### config.mk
export PLATFORM = sky130hd
export DESIGN_NAME = phase_window_tuner
export DESIGN_NICKNAME = d
export VERILOG_FILES = /design/src/rtl/pwt_pkg.sv /design/src/rtl/pwt_run_scan.sv /design/src/rtl/pwt_pick.sv /design/src/rtl/pwt_sweep_ctrl.sv /design/src/rtl/phase_window_tuner.sv
export SDC_FILE = /design/constraint.sdc
export NUM_CORES = 1
export LEC_CHECK = 0
export BUFFER_PORTS_ARGS = -buffer_cell sky130_fd_sc_hd__buf_2
export CORE_MARGIN = 4
export CORE_UTILIZATION = 60
export CTS_BUF_LIST = sky130_fd_sc_hd__clkbuf_8 sky130_fd_sc_hd__clkbuf_16
export DETAILED_ROUTE_END_ITERATION = 16
export GPL_ROUTABILITY_DRIVEN = 0
export HOLD_SLACK_MARGIN = 0.15
export PLACE_DENSITY = 0.79
export SLEW_MARGIN = 0
export SYNTH_ARGS = -nofsm -noshare
export SYNTH_HDL_FRONTEND = slang
export SYNTH_SLANG_ARGS = --single-unit
### constraint.sdc
create_clock -name clk -period 8.01 [get_ports clk]
set_clock_uncertainty 0.1 [all_clocks]
set_input_delay 1.602 -clock clk [delete_from_list [all_inputs] [get_ports clk]]
set_output_delay 1.602 -clock clk [all_outputs]
set_load 0.02 [all_outputs]
### src/rtl/pwt_pkg.sv
package pwt_pkg;

    typedef enum logic [2:0] {
        S_IDLE  = 3'd0,
        S_PROBE = 3'd1,
        S_GAP   = 3'd2,
        S_SCAN  = 3'd3,
        S_DONE  = 3'd4
    } ctrl_state_t;

endpackage

### src/rtl/pwt_run_scan.sv
module pwt_run_scan #(
    parameter int NUM_PHASES = 16,
    parameter int PH_W       = $clog2(NUM_PHASES),
    parameter int LEN_W      = PH_W + 1
) (
    input  logic                  clk,
    input  logic                  rst_n,
    input  logic                  go,
    input  logic [NUM_PHASES-1:0] mask,
    output logic                  scan_done,
    output logic [PH_W-1:0]       best_start,
    output logic [LEN_W-1:0]      best_len,
    output logic                  merge_err
);

    localparam logic [PH_W-1:0] LAST = PH_W'(NUM_PHASES - 1);

    logic              active;
    logic [PH_W-1:0]   idx;
    logic              in_run;
    logic [PH_W-1:0]   run_start;
    logic [LEN_W-1:0]  run_len;
    logic [LEN_W-1:0]  zero_len;

    logic              bit_now;
    logic              wrap;
    logic              closing;
    logic [PH_W-1:0]   close_start;
    logic [LEN_W-1:0]  close_len;
    logic              is_zero_run;
    logic              is_tail;
    logic [LEN_W:0]    cand_sum;
    logic [LEN_W-1:0]  cand_len;
    logic              take;

    // Wrap merging applies only when both ends pass and some phase fails.
    assign wrap    = mask[0] & mask[NUM_PHASES-1] & ~(&mask);
    assign bit_now = mask[idx];

    always_comb begin
        closing     = 1'b0;
        close_start = run_start;
        close_len   = run_len;
        if (active) begin
            if (bit_now) begin
                close_start = in_run ? run_start : idx;
                close_len   = in_run ? run_len + 1'b1 : LEN_W'(1);
                closing     = (idx == LAST);
            end else begin
                closing = in_run;
            end
        end
        is_zero_run = wrap && (close_start == '0);
        is_tail     = wrap && bit_now && (idx == LAST);
        cand_sum    = {1'b0, close_len} + {1'b0, zero_len};
        cand_len    = is_tail ? cand_sum[LEN_W-1:0] : close_len;
        take        = closing && !is_zero_run && (cand_len > best_len);
    end

    always_ff @(posedge clk or negedge rst_n) begin
        if (!rst_n) begin
            active     <= 1'b0;
            idx        <= '0;
            in_run     <= 1'b0;
            run_start  <= '0;
            run_len    <= '0;
            zero_len   <= '0;
            best_start <= '0;
            best_len   <= '0;
            merge_err  <= 1'b0;
            scan_done  <= 1'b0;
        end else begin
            scan_done <= active && (idx == LAST);
            if (go) begin
                active     <= 1'b1;
                idx        <= '0;
                in_run     <= 1'b0;
                run_start  <= '0;
                run_len    <= '0;
                zero_len   <= '0;
                best_start <= '0;
                best_len   <= '0;
                merge_err  <= 1'b0;
            end else if (active) begin
                if (bit_now) begin
                    in_run    <= 1'b1;
                    run_start <= close_start;
                    run_len   <= close_len;
                end else begin
                    in_run <= 1'b0;
                end
                if (closing && is_zero_run) begin
                    zero_len <= close_len;
                end
                if (closing && is_tail && (cand_sum >= (LEN_W+1)'(NUM_PHASES))) begin
                    merge_err <= 1'b1;
                end
                if (take) begin
                    best_len   <= cand_len;
                    best_start <= close_start;
                end
                if (idx == LAST) begin
                    active <= 1'b0;
                end else begin
                    idx <= idx + 1'b1;
                end
            end
        end
    end

    // a finished scan never reports a window longer than the circle
    a_r4_len_bound: assert property (@(posedge clk) disable iff (!rst_n)
        scan_done |-> (best_len <= LEN_W'(NUM_PHASES)));

    // a mask with any pass yields a non-empty window
    a_r4_nonempty: assert property (@(posedge clk) disable iff (!rst_n)
        (scan_done && (mask != '0)) |-> (best_len != '0));

endmodule

### src/rtl/pwt_pick.sv
module pwt_pick #(
    parameter int NUM_PHASES = 16,
    parameter int PH_W       = $clog2(NUM_PHASES),
    parameter int LEN_W      = PH_W + 1
) (
    input  logic [PH_W-1:0]  win_start,
    input  logic [LEN_W-1:0] win_len,
    output logic [PH_W-1:0]  pick_phase
);

    localparam int PW = LEN_W + 2;

    logic [PW-1:0]    triple;
    logic [LEN_W-1:0] quarter;
    logic [LEN_W-1:0] offset;

    always_comb begin
        triple     = ({2'b00, win_len} << 1) + {2'b00, win_len};
        quarter    = triple[PW-1:2];
        offset     = (quarter != '0) ? quarter - 1'b1 : '0;
        pick_phase = win_start + offset[PH_W-1:0];
    end

endmodule

### src/rtl/pwt_sweep_ctrl.sv
module pwt_sweep_ctrl
    import pwt_pkg::*;
#(
    parameter int NUM_PHASES  = 16,
    parameter int PH_W        = $clog2(NUM_PHASES),
    parameter int MAX_TRIES   = 3,
    parameter int FREQ_W      = 9,
    parameter int MODE_W      = 3,
    parameter int BYPASS_MHZ  = 100,
    parameter int FAST_MODE_A = 3,
    parameter int FAST_MODE_B = 4
) (
    input  logic                  clk,
    input  logic                  rst_n,
    input  logic                  start,
    input  logic [FREQ_W-1:0]     freq_mhz,
    input  logic [MODE_W-1:0]     bus_mode,
    output logic                  probe_req,
    output logic [PH_W-1:0]       probe_phase,
    input  logic                  probe_valid,
    input  logic                  probe_pass,
    output logic [NUM_PHASES-1:0] pass_mask,
    output logic                  scan_go,
    input  logic                  scan_done,
    input  logic [PH_W-1:0]       pick_phase,
    input  logic                  pick_err,
    output logic                  busy,
    output logic                  done,
    output logic [PH_W-1:0]       sel_phase,
    output logic                  err_nopass,
    output logic                  err_select
);

    localparam int              TRY_W     = $clog2(MAX_TRIES + 1);
    localparam logic [PH_W-1:0] LAST      = PH_W'(NUM_PHASES - 1);
    localparam logic [TRY_W-1:0] TRY_LAST = TRY_W'(MAX_TRIES - 1);

    ctrl_state_t        state, state_n;
    logic [TRY_W-1:0]   tries;
    logic               bypass;
    logic               last_phase;
    logic               empty;

    assign bypass = (freq_mhz <= FREQ_W'(BYPASS_MHZ)) ||
                    !((bus_mode == MODE_W'(FAST_MODE_A)) ||
                      (bus_mode == MODE_W'(FAST_MODE_B)));
    assign last_phase = (probe_phase == LAST);
    assign empty      = (pass_mask == '0);

    // State register
    always_ff @(posedge clk or negedge rst_n) begin
        if (!rst_n) state <= S_IDLE;
        else        state <= state_n;
    end

    // Next state
    always_comb begin
        state_n = state;
        unique case (state)
            S_IDLE:  if (start) state_n = bypass ? S_DONE : S_PROBE;
            S_PROBE: if (probe_valid) state_n = S_GAP;
            S_GAP: begin
                if (!last_phase)            state_n = S_PROBE;
                else if (!empty)            state_n = S_SCAN;
                else if (tries == TRY_LAST) state_n = S_DONE;
                else                        state_n = S_PROBE;
            end
            S_SCAN:  if (scan_done) state_n = S_DONE;
            S_DONE:  state_n = S_IDLE;
            default: state_n = S_IDLE;
        endcase
    end

    // Sweep data and results
    always_ff @(posedge clk or negedge rst_n) begin
        if (!rst_n) begin
            probe_phase <= '0;
            pass_mask   <= '0;
            tries       <= '0;
            sel_phase   <= '0;
            err_nopass  <= 1'b0;
            err_select  <= 1'b0;
        end else begin
            unique case (state)
                S_IDLE: if (start) begin
                    probe_phase <= '0;
                    pass_mask   <= '0;
                    tries       <= '0;
                    sel_phase   <= '0;
                    err_nopass  <= 1'b0;
                    err_select  <= 1'b0;
                end
                S_PROBE: if (probe_valid) pass_mask[probe_phase] <= probe_pass;
                S_GAP: begin
                    if (!last_phase) begin
                        probe_phase <= probe_phase + 1'b1;
                    end else if (empty) begin
                        if (tries == TRY_LAST) begin
                            err_nopass <= 1'b1;
                        end else begin
                            tries       <= tries + 1'b1;
                            probe_phase <= '0;
                        end
                    end
                end
                S_SCAN: if (scan_done) begin
                    sel_phase  <= pick_err ? '0 : pick_phase;
                    err_select <= pick_err;
                end
                default: ;
            endcase
        end
    end

    // Outputs
    always_comb begin
        probe_req = (state == S_PROBE);
        busy      = (state != S_IDLE);
        done      = (state == S_DONE);
        scan_go   = (state == S_GAP) && last_phase && !empty;
    end

    // request holds with a stable phase until answered
    a_r2_hold_phase: assert property (@(posedge clk) disable iff (!rst_n)
        (probe_req && !probe_valid) |=> (probe_req && $stable(probe_phase)));

    // request drops for a cycle after each result
    a_r2_gap_after_result: assert property (@(posedge clk) disable iff (!rst_n)
        (probe_req && probe_valid) |=> !probe_req);

    // a bypassed start finishes on the next cycle without a request
    a_r3_bypass_quiet: assert property (@(posedge clk) disable iff (!rst_n)
        ((state == S_IDLE) && start && bypass) |=> (done && !probe_req));

    // completion is a single-cycle pulse
    a_r8_done_pulse: assert property (@(posedge clk) disable iff (!rst_n)
        done |=> !done);

    // the two error kinds never appear together
    a_r7_err_exclusive: assert property (@(posedge clk) disable iff (!rst_n)
        done |-> !(err_nopass && err_select));

endmodule

### src/rtl/phase_window_tuner.sv
module phase_window_tuner #(
    parameter int NUM_PHASES  = 16,
    parameter int MAX_TRIES   = 3,
    parameter int FREQ_W      = 9,
    parameter int MODE_W      = 3,
    parameter int BYPASS_MHZ  = 100,
    parameter int FAST_MODE_A = 3,
    parameter int FAST_MODE_B = 4,
    parameter int PH_W        = $clog2(NUM_PHASES)
) (
    input  logic              clk,
    input  logic              rst_n,
    input  logic              start,
    input  logic [FREQ_W-1:0] freq_mhz,
    input  logic [MODE_W-1:0] bus_mode,
    output logic              probe_req,
    output logic [PH_W-1:0]   probe_phase,
    input  logic              probe_valid,
    input  logic              probe_pass,
    output logic              busy,
    output logic              done,
    output logic [PH_W-1:0]   sel_phase,
    output logic              err_nopass,
    output logic              err_select
);

    localparam int LEN_W = PH_W + 1;

    logic [NUM_PHASES-1:0] pass_mask;
    logic                  scan_go;
    logic                  scan_done;
    logic [PH_W-1:0]       best_start;
    logic [LEN_W-1:0]      best_len;
    logic                  merge_err;
    logic [PH_W-1:0]       pick_phase;

    pwt_sweep_ctrl #(
        .NUM_PHASES (NUM_PHASES),
        .PH_W       (PH_W),
        .MAX_TRIES  (MAX_TRIES),
        .FREQ_W     (FREQ_W),
        .MODE_W     (MODE_W),
        .BYPASS_MHZ (BYPASS_MHZ),
        .FAST_MODE_A(FAST_MODE_A),
        .FAST_MODE_B(FAST_MODE_B)
    ) u_ctrl (
        .clk        (clk),
        .rst_n      (rst_n),
        .start      (start),
        .freq_mhz   (freq_mhz),
        .bus_mode   (bus_mode),
        .probe_req  (probe_req),
        .probe_phase(probe_phase),
        .probe_valid(probe_valid),
        .probe_pass (probe_pass),
        .pass_mask  (pass_mask),
        .scan_go    (scan_go),
        .scan_done  (scan_done),
        .pick_phase (pick_phase),
        .pick_err   (merge_err),
        .busy       (busy),
        .done       (done),
        .sel_phase  (sel_phase),
        .err_nopass (err_nopass),
        .err_select (err_select)
    );

    pwt_run_scan #(
        .NUM_PHASES(NUM_PHASES),
        .PH_W      (PH_W),
        .LEN_W     (LEN_W)
    ) u_scan (
        .clk       (clk),
        .rst_n     (rst_n),
        .go        (scan_go),
        .mask      (pass_mask),
        .scan_done (scan_done),
        .best_start(best_start),
        .best_len  (best_len),
        .merge_err (merge_err)
    );

    pwt_pick #(
        .NUM_PHASES(NUM_PHASES),
        .PH_W      (PH_W),
        .LEN_W     (LEN_W)
    ) u_pick (
        .win_start (best_start),
        .win_len   (best_len),
        .pick_phase(pick_phase)
    );

    // each new request carries the phase after the previous one
    a_r2_ascend: assert property (@(posedge clk) disable iff (!rst_n)
        ($rose(probe_req) && (probe_phase != '0)) |->
            (probe_phase == PH_W'($past(probe_phase) + 1'b1)));

endmodule

======== After elaboration in Yosys (flattened, before gate mapping) ========
Cells that the tools add are included.
cells by class
  reductions and logical operators ........ 42
  add/sub/neg operators ................... 8
  bitwise logic cells ..................... 3
  order comparisons ....................... 6
  equal/unequal tests ..................... 19
  muxes and demuxes ....................... 73
operator list
  cell                                                                              number
  4-bit 2-to-1 mux                                                                  19
  5-bit 2-to-1 mux                                                                  13
  16-bit 2-to-1 mux                                                                 2
  16-bit one-hot mux with 2 select lines                                            1
  3-bit 2-to-1 mux                                                                  7
  1-bit 2-to-1 mux                                                                  18
  16-bit bitwise mux                                                                1
  16-bit zero test                                                                  1
  4-bit one-hot mux with 2 select lines                                             2
  16-bit AND reduction                                                              1
  2-bit nonzero test                                                                8
  1-bit logical AND                                                                 12
  3-bit one-hot mux with 4 select lines                                             1
  4-bit by 5-bit < comparator with 1-bit output, second input constant              2
  2-bit by 1-bit != test with 1-bit output, second input constant                   5
  2-bit AND reduction                                                               5
  5-bit AND reduction                                                               2
  3-bit by 2-bit == test with 1-bit output, second input constant                   3
  9-bit by 7-bit less-or-equal comparator with 1-bit output, second input constant  1
  3-bit AND reduction                                                               3
  4-bit by 1-bit adder with 4-bit output, second input constant                     2
  4-bit == test, second input constant                                              2
  2-bit 2-to-1 mux                                                                  4
  6-bit by 5-bit adder with 7-bit output                                            1
  26 further kinds                                                                  35
storage, ports and cells
  input port bits ......................... 17
  word-level logic and storage cells ...... 168
  register bits after elaboration ......... 62

======== Longest topological paths before layout ========
Gate-level depths: netlist of the first run.
  depth after elaboration ................. 12
  mapped depth ............................ 18

======== By module ========
A second synthesis of the first run with hierarchy kept.
second synthesis, totals
  cell total of the unflattened synthesis .. 476
  area total of the unflattened synthesis .. 4383.0 µm²
by module, submodules not included
  module          sequential area each (µm²)  area each (µm²)  times used  cells each
  pwt_run_scan    775.7                       2142.1           1           218
  pwt_sweep_ctrl  775.7                       1810.5           1           208
  pwt_pick        0.0                         430.4            1           50

======== Worst setup path after synthesis of the first run ========
OpenSTA, ideal clock, no wires.
  path kind ............................... register to register
  start point ............................. register u_scan.idx[2]
  end point ............................... register u_scan.best_start[3]
  stages on the path, launching flop included .. 18
  slack ................................... 3.598 ns
  library setup time ...................... 0.120 ns
  arrival ................................. 4.192 ns
  clock period less this slack ............ 4.412 ns
  path buffers ............................ 1
  data required time ...................... 7.790 ns
  cells stage by stage .................... dfrtp_1 buf_6 mux4_2 o22a_1 a32oi_4 mux2_2 ha_1 inv_1 fa_1 mux2i_2 ha_1 nor2b_1 o21a_1 o21a_1 o21a_1 o211ai_2 nor4_1 a31o_1
between the ends
  word-level cells in the longest chain between the ends .. 11
  elaborated cells on any way between the ends .. 25
ends and longest elaborated chain
  item                                                                                             RTL line             source
  start, declared                                                                                  pwt_run_scan.sv:19   logic [PH_W-1:0] idx;
  start signal, assigned                                                                           pwt_run_scan.sv:105  idx <= idx + 1'b1;
  parallel branches: the longest is 11 deep, another holds 5-bit by 5-bit adder with 6-bit output  -
  end signal, assigned                                                                             pwt_run_scan.sv:100  best_start <= close_start;
  end, declared                                                                                    pwt_run_scan.sv:11   output logic [PH_W-1:0] best_start,
Several ways; the timed one is not identified. The select of a mux whose other input is x is not followed.
A chain may end at the register's enable or synchronous reset.

======== Final worst setup path of the first run ========
  start point ............................. register u_scan.idx[2]
  end point ............................... register u_scan.best_start[2]
The elaborated chain is that of the path after synthesis.

==> reports/qor.csv, run 1 <==
metric,value,unit
synth warn,0,
Logic pwr share,2.2,%
synthesized area,4180,sq um
vias,3517,
most frequent CP cell,o21a_1,
sequential cell fraction of total power,54.3,%
Required @ worst endpoint,8.15,ns
Die Area,8360,sq um
Post-Syn Instances,457,
R2R setup slack,3.05,ns
total CTS buffers,9,
post-synthesis mux area share,5.00,%
antenna violations before repair,0,
syn nets,504,
Setup TNS,0,ns
CTS HTree Levels,3,
Final setup viols,0,
Top delay family on crit path,compound AO/OA/AOI/OAI gates,
WL per Instance,16.1,microns
PortBufs,29,
largest family of logic cells by synthesized area,compound AO/OA/AOI/OAI gates,
worst rel slew slack,34.8,%
number of global-route vias before repair,3448,
Boundary Pins,30,
remaining global-route overflow,0,
first-pass GRT wire length,16000,microns
"Hold-fix buffers, CTS",0,
Post-synth EDFFs,0,
clk slew on worst S/H paths,0.07,ns
Initial Utilization,61.5,%
synth unique cells,68,
1st-iter DRT viols,180,
synthesis-stage register bit count,62,
# Post-CTS Setup Buffers,0,
post_cts resized,0,
Setup Crit Path Kind,register to register,
CP max-delay cell,mux4_2,
Synth Area in Adders,9.52,%
Lkg Pwr,0.00209,uW
Core ar.,6790,sq um
Final HPWL DP,6870,microns
max-slew violation count,0,
drc violations,0,
clock latency on the worst-skew pair,0.35,ns
final hold violations,0,
Area after DPL,4360,sq um
critical path startpoint category,register,
Final min period,4.96,ns
Synth area leaders,"dfrtp_1 37%, ha_1 8.1%, o21ai_0 6.0%",
Synth Area in Compound Gates,22.8,%
Post-synth ARST share,100,%
status,"finished, final reports clean",
largest stage delay on the critical path,0.58,ns
maximum root-to-sink buffer count,2,
internal power,450,uW
worst ir drop on vdd,0.104,mV
Die H,91.5,microns
drt first pass iters,4,
simple-gate share of the synthesized area,18.0,%
CP max FO,10,
Syn Area/Cell,9.14,sq um
# clock sinks,62,
ys flop type,dfrtp_1,
number of buffers and inverters on the critical path,1,
slew at the pin closest to its max-slew limit,0.978,ns
Rows,30,
drt via density,6.05,
Yosys top cell area share,37.1,%
register area share after synthesis,37.1,%
share of cells above drive strength 1,16.3,%
Total Wirelength,9380,microns
XOR/XNOR share of the synthesized area,2.93,%
Max Cap Violations,0,
clock network fraction of design power,43.4,%
RSZ-0062 raised after global routing,false,
CP Cell Sequence,mux4_2 -> o22a_1 -> a32oi_4 -> mux2_2 -> ha_1 -> inv_1 -> fa_1 -> mux2i_2 -> ha_1 -> nor2b_1 -> o21a_1 -> o21a_1 -> o21a_1 -> o211ai_2 -> nor4_1 -> a31o_1,
Clock Tree Root,clkbuf_8,
Peak Freq,202,MHz
switch share,22.0,%
area grow syn2layout,8.59,%
fin area,4540,sq um
Tot GR Track Use,23.7,%
Post-layout nets,529,
placed cells,567,
Hold WC Path Type,register to register,
PwrDens,127,nW/um^2
Ant. Diodes,0,
"non-filler cells, final",581,
Chip Width,91.5,microns
Routed Antenna Nets,0,
WP data arrival,5.10,ns
pin count of the biggest net entering global routing,63,
Synth area leader,dfrtp_1,
net switching power,127,uW
clock tree from TritonCTS,built,
Final Cycle Share,61.9,%
Worst setup EP type,register,
placed cells by master (no fill, tap or decap), types with 3 or more instances in the layout:
cell and instances:
mux2i_1 8, nor3_1 7, nor3_2 3, clkbuf_8 12, o31ai_1 3, o21ai_0 50, a21oi_1 30, nor4_1 10
nand2_1 45, ha_1 27, a31o_1 4, xnor2_1 9, o21a_1 4, mux2_2 5, a31oi_1 7, nor2_1 37
nand2b_1 3, dfrtp_1 62, nand4_1 7, fa_1 3, nor2b_1 5, xor2_1 5, inv_1 25, nand3_1 15
buf_2 29, a21o_1 5, and2_1 6
power by group through the flow:
| stage | registers, uW | logic, uW | clock network [uW] |
|---|---|---|---|
| 2_1_floorplan | 320 | 1.66 | 0 |
| 3_3_place_gp | 319 | 13.0 | 0 |
| 3_5_place_dp | 319 | 13.5 | 0 |
| 4_1_cts | 313 | 13.5 | 255 |
| 5_1_grt | 313 | 15.1 | 269 |
| 6_report | 314 | 13.0 | 251 |
per-stage QoR:
stage / total power, uW / setup slack (ns) / hold WS [ns] / util, %
finish: 577 / 3.05 / 0.383 / 66.8
global route: 598 / 2.84 / 0.422 / 66.8
floorplan: 321 / 3.60 / 0.353 / -
global placement: 332 / 3.28 / 0.361 / 64.2
CTS: 582 / 3.06 / 0.387 / 66.8
detailed placement: 333 / 3.10 / 0.371 / 64.2
Yosys cell counts, drive strengths merged, types with 7 or more instances:
cell	number
nor3	10
a31oi	9
nand4	7
inv	25
mux2i	10
ha	27
nor2	38
clkbuf	14
nand2	46
dfrtp	62
xnor2	9
nand3	15
nor4	10
o21ai	54
a21oi	30
area by class of cell:
class	count	area (sq um)
clock buffers	12	165
clock inverters	2	8.76
fillers	572	2260
inverters	25	93.8
multi-input cells	353	2440
flip-flops and latches	62	1550
well taps	96	120
repair buffers	31	160
logic make-up (layout without fill, tap and decap cells):
family / count (synthesis) / after routing
AND/OR/NAND/NOR: 154 / 154
adder cells (fa/ha/maj): 30 / 30
XOR/XNOR: 14 / 14
AO/OA/AOI/OAI: 138 / 138
buffers and inverters: 42 / 70
flip-flops: 62 / 62
multiplexers: 17 / 17
layer usage:
metal | GRT usage [%] | wire, microns | part of all wire [%]
met5 | 0 | 0 | 0
met4 | 10.9 | 210 | 2.2
met3 | 3.48 | 371 | 4.0
met2 | 40.4 | 4780 | 51
met1 | 29.4 | 4020 | 43
registers in the layout (all words and copies together) (netlist names):
signal / count
u_scan.in_run: 1
u_scan.run_len: 5
u_scan.run_start: 4
u_scan.best_len: 5
u_ctrl.tries: 2
u_ctrl.state: 3
u_ctrl.probe_phase: 4
u_ctrl.err_nopass: 1
u_ctrl.err_select: 1
u_scan.scan_done: 1
u_scan.zero_len: 5
u_scan.merge_err: 1
u_scan.best_start: 4
u_ctrl.pass_mask: 16
u_scan.idx: 4
u_ctrl.sel_phase: 4
u_scan.active: 1
worst min-delay path: stages, from the launching register on:
cell	delay, ns
dfrtp_1	0.34
nand2_1	0.04
o21ai_0	0.06
worst paths after layout:
check                                          from                   end  depth (start not counted)
worst min-delay path            u_ctrl.sel_phase[3]   u_ctrl.sel_phase[3]                          2
worst max-delay path                  u_scan.idx[2]  u_scan.best_start[2]                         16
max in group asynchronous                     rst_n   u_ctrl.pass_mask[7]                          2
worst min register to register  u_ctrl.sel_phase[3]   u_ctrl.sel_phase[3]                          2
worst max register to register        u_scan.idx[2]  u_scan.best_start[2]                         16
min in group asynchronous                     rst_n   u_ctrl.sel_phase[3]                          2
No activity file was read; power rests on OpenSTA's default activity.
==> run 2: changes to the inputs <==
==> constraint.sdc (replaced) <==
create_clock -name clk -period 4.6 [get_ports clk]
set_clock_uncertainty 0.1 [all_clocks]
set_input_delay 0.92 -clock clk [delete_from_list [all_inputs] [get_ports clk]]
set_output_delay 0.92 -clock clk [all_outputs]
set_load 0.02 [all_outputs]
==> run 2 against run 1 <==
Against the previous run: register-to-register slack worse by 3.0 ns; cell count up 2.9%; maximum frequency up 9.0%; clock power increased by 66%; routed wire length rose by 7.7%; combinational power grew 73%; first-iteration DRC count decreased by 6.1%; critical endpoint is now u_scan.best_len[1]; largest power group unchanged.
==> reports/qor.csv, run 2 (synthesis gave the netlist of run 1 again) <==
metric,value,unit,change
drt first pass iters,4,,unchanged
clk slew on worst S/H paths,0.07,ns,about the same
Post-layout nets,545,,was 529
critical path startpoint category,register,,unchanged
area grow syn2layout,13.7,%,was 8.59%
Core ar.,6790,sq um,unchanged
worst rel slew slack,38.9,%,was 34.8%
"Core Util, Final",69.9,%,was 66.8%
sequential cell fraction of total power,55.4,%,was 54.3%
RSZ-0062 raised after global routing,true,,was false
CP Cell Sequence,mux4_2 -> o22a_1 -> a32oi_4 -> buf_6 -> mux2i_2 -> nand2_1 -> ha_1 -> a21oi_2 -> xnor2_1 -> nor3_1 -> a31oi_2 -> ha_1 -> o21a_1 -> o21a_1 -> o211a_1 -> buf_4 -> nand3_1 -> a21oi_1,,was mux4_2 -> o22a_1 -> a32oi_4 -> mux2_2 -> ha_1 -> inv_1 -> fa_1 -> mux2i_2 -> ha_1 -> nor2b_1 -> o21a_1 -> o21a_1 -> o21a_1 -> o211ai_2 -> nor4_1 -> a31o_1
final hold violations,0,,unchanged
switch share,22.0,%,about the same
Post-Place Setup Slack,0.0273,ns,was 3.10 ns
Setup TNS,0,ns,unchanged
drc violations,0,,unchanged
number of global-route vias before repair,3630,,was 3448
first-pass GRT wire length,16700,microns,was 16000 microns
Required @ worst endpoint,4.71,ns,was 8.15 ns
PortBufs,29,,unchanged
largest stage delay on the critical path,0.53,ns,was 0.58 ns
Setup Crit Path Kind,register to register,,unchanged
remaining global-route overflow,0,,unchanged
worst setup margin,0.0489,ns,was 3.05 ns
Die H,91.5,microns,unchanged
CTS HTree Levels,3,,unchanged
Routed Antenna Nets,0,,unchanged
max-slew violation count,0,,unchanged
Hold WC Path Type,register to register,,unchanged
worst ir drop on vdd,0.199,mV,was 0.104 mV
Peak Freq,220,MHz,was 202 MHz
clock latency on the worst-skew pair,0.34,ns,was 0.35 ns
1st-iter DRT viols,169,,was 180
Final min period,4.55,ns,was 4.96 ns
Final Cycle Share,98.9,%,was 61.9%
drt via density,6.16,,was 6.05
Tot GR Track Use,24.6,%,was 23.7%
Logic pwr share,2.3,%,was 2.2%
Initial Utilization,61.5,%,unchanged
maximum root-to-sink buffer count,2,,unchanged
status,"finished, final reports clean",,unchanged
share of cells above drive strength 1,20.7,%,was 16.3%
Final setup viols,0,,unchanged
"commonest non-fill, non-tap cell in the layout",dfrtp_1,,unchanged
internal power,768,uW,was 450 uW
WP data arrival,4.67,ns,was 5.10 ns
PwrDens,207,nW/um^2,was 127 nW/um^2
Total Wirelength,10100,microns,was 9380 microns
max reg flops,16,,unchanged
slew at the pin closest to its max-slew limit,0.917,ns,was 0.978 ns
Ant. Diodes,0,,unchanged
# clock sinks,62,,unchanged
most flop-heavy register,u_ctrl.pass_mask,,unchanged
CP max FO,6,,was 10
clock network fraction of design power,42.3,%,was 43.4%
Boundary Pins,30,,unchanged
Top delay family on crit path,compound AO/OA/AOI/OAI gates,,unchanged
"Hold-fix buffers, CTS",0,,unchanged
Rows,30,,unchanged
Max Cap Violations,0,,unchanged
Final HPWL DP,7170,microns,was 6870 microns
"commonest non-fill, non-tap cells in the layout","61 x dfrtp_1, 49 x o21ai_0, 45 x nand2_1",,"was 62 x dfrtp_1, 50 x o21ai_0, 45 x nand2_1"
WL per Instance,16.9,microns,was 16.1 microns
Die Area,8360,sq um,unchanged
total CTS buffers,9,,unchanged
clock tree from TritonCTS,built,,unchanged
Clock Tree Root,clkbuf_8,,unchanged
Chip Width,91.5,microns,unchanged
CP max-delay cell,mux4_2,,unchanged
number of buffers and inverters on the critical path,2,,was 1
pin count of the biggest net entering global routing,37,,was 63
antenna violations before repair,0,,unchanged
fin area,4750,sq um,was 4540 sq um
Lkg Pwr,0.00220,uW,was 0.00209 uW
Area after DPL,4420,sq um,was 4360 sq um
Worst setup EP type,register,,unchanged
net switching power,217,uW,was 127 uW
vias,3686,,was 3517
-- run 2: final cells by class --
| cell class | instances | area, sq um |
|---|---|---|
| Clock buffer | 11 | 151 |
| Sequential cell | 62 | 1550 |
| Timing Repair Buffer | 47 | 304 |
| Clock inverter | 4 | 16.3 |
| Inverter | 25 | 93.8 |
| Tap cell | 96 | 120 |
| Multi-Input combinational cell | 353 | 2510 |
| Fill cell | 535 | 2040 |
-- run 2: path summary, 6_finish.rpt --
check / start / endpoint / slack (ns) / cells after the start
min in group asynchronous: rst_n / u_scan.best_len[1] / 0.57 / 1
hold / removal: u_ctrl.sel_phase[1] / u_ctrl.sel_phase[1] / 0.39 / 2
max in group asynchronous: rst_n / u_ctrl.pass_mask[4] / 2.96 / 2
setup reg to reg: u_scan.idx[2] / u_scan.best_len[1] / 0.05 / 18
setup / recovery: u_scan.idx[2] / u_scan.best_len[1] / 0.05 / 18
hold reg to reg: u_ctrl.sel_phase[1] / u_ctrl.sel_phase[1] / 0.39 / 2
-- run 2: timing repair --
action,in CTS,in global routing
cloned,0,0
pin swaps,0,12
resized for setup,1,19
setup endpoints to repair,1,9
buffers inserted,0,9
-- run 2: tightest hold or removal path, stage by stage (launching register included) --
cell     delay [ns]
dfrtp_1        0.34
nand2_1        0.04
o21ai_0        0.07
-- run 2: per-layer routing --
layer	global-route usage [%]	share of wire [%]	vias up
met5	0	0	-
met4	10.2	2.8	0
met3	6.71	4.5	34
met2	41.7	51	118
met1	29.2	41	1797
li1	-	-	1737
-- run 2: power by group through the flow --
stage | sequential [uW] | combinational [uW] | clock, uW
2_1_floorplan | 557 | 2.90 | 0
3_3_place_gp | 556 | 22.9 | 0
6_report | 546 | 22.5 | 416
5_1_grt | 546 | 26.2 | 447
3_5_place_dp | 556 | 23.3 | 0
4_1_cts | 546 | 23.5 | 426
-- run 2: through the flow --
| stage | hold WS, ns | instances | power [uW] |
|---|---|---|---|
| 6_report | 0.387 | 598 | 985 |
| 3_5_place_dp | 0.378 | 574 | 579 |
| 4_1_cts | 0.392 | 589 | 996 |
| 3_3_place_gp | 0.358 | 574 | 579 |
| 5_1_grt | 0.428 | 598 | 1020 |
| 2_1_floorplan | 0.353 | 457 | 560 |
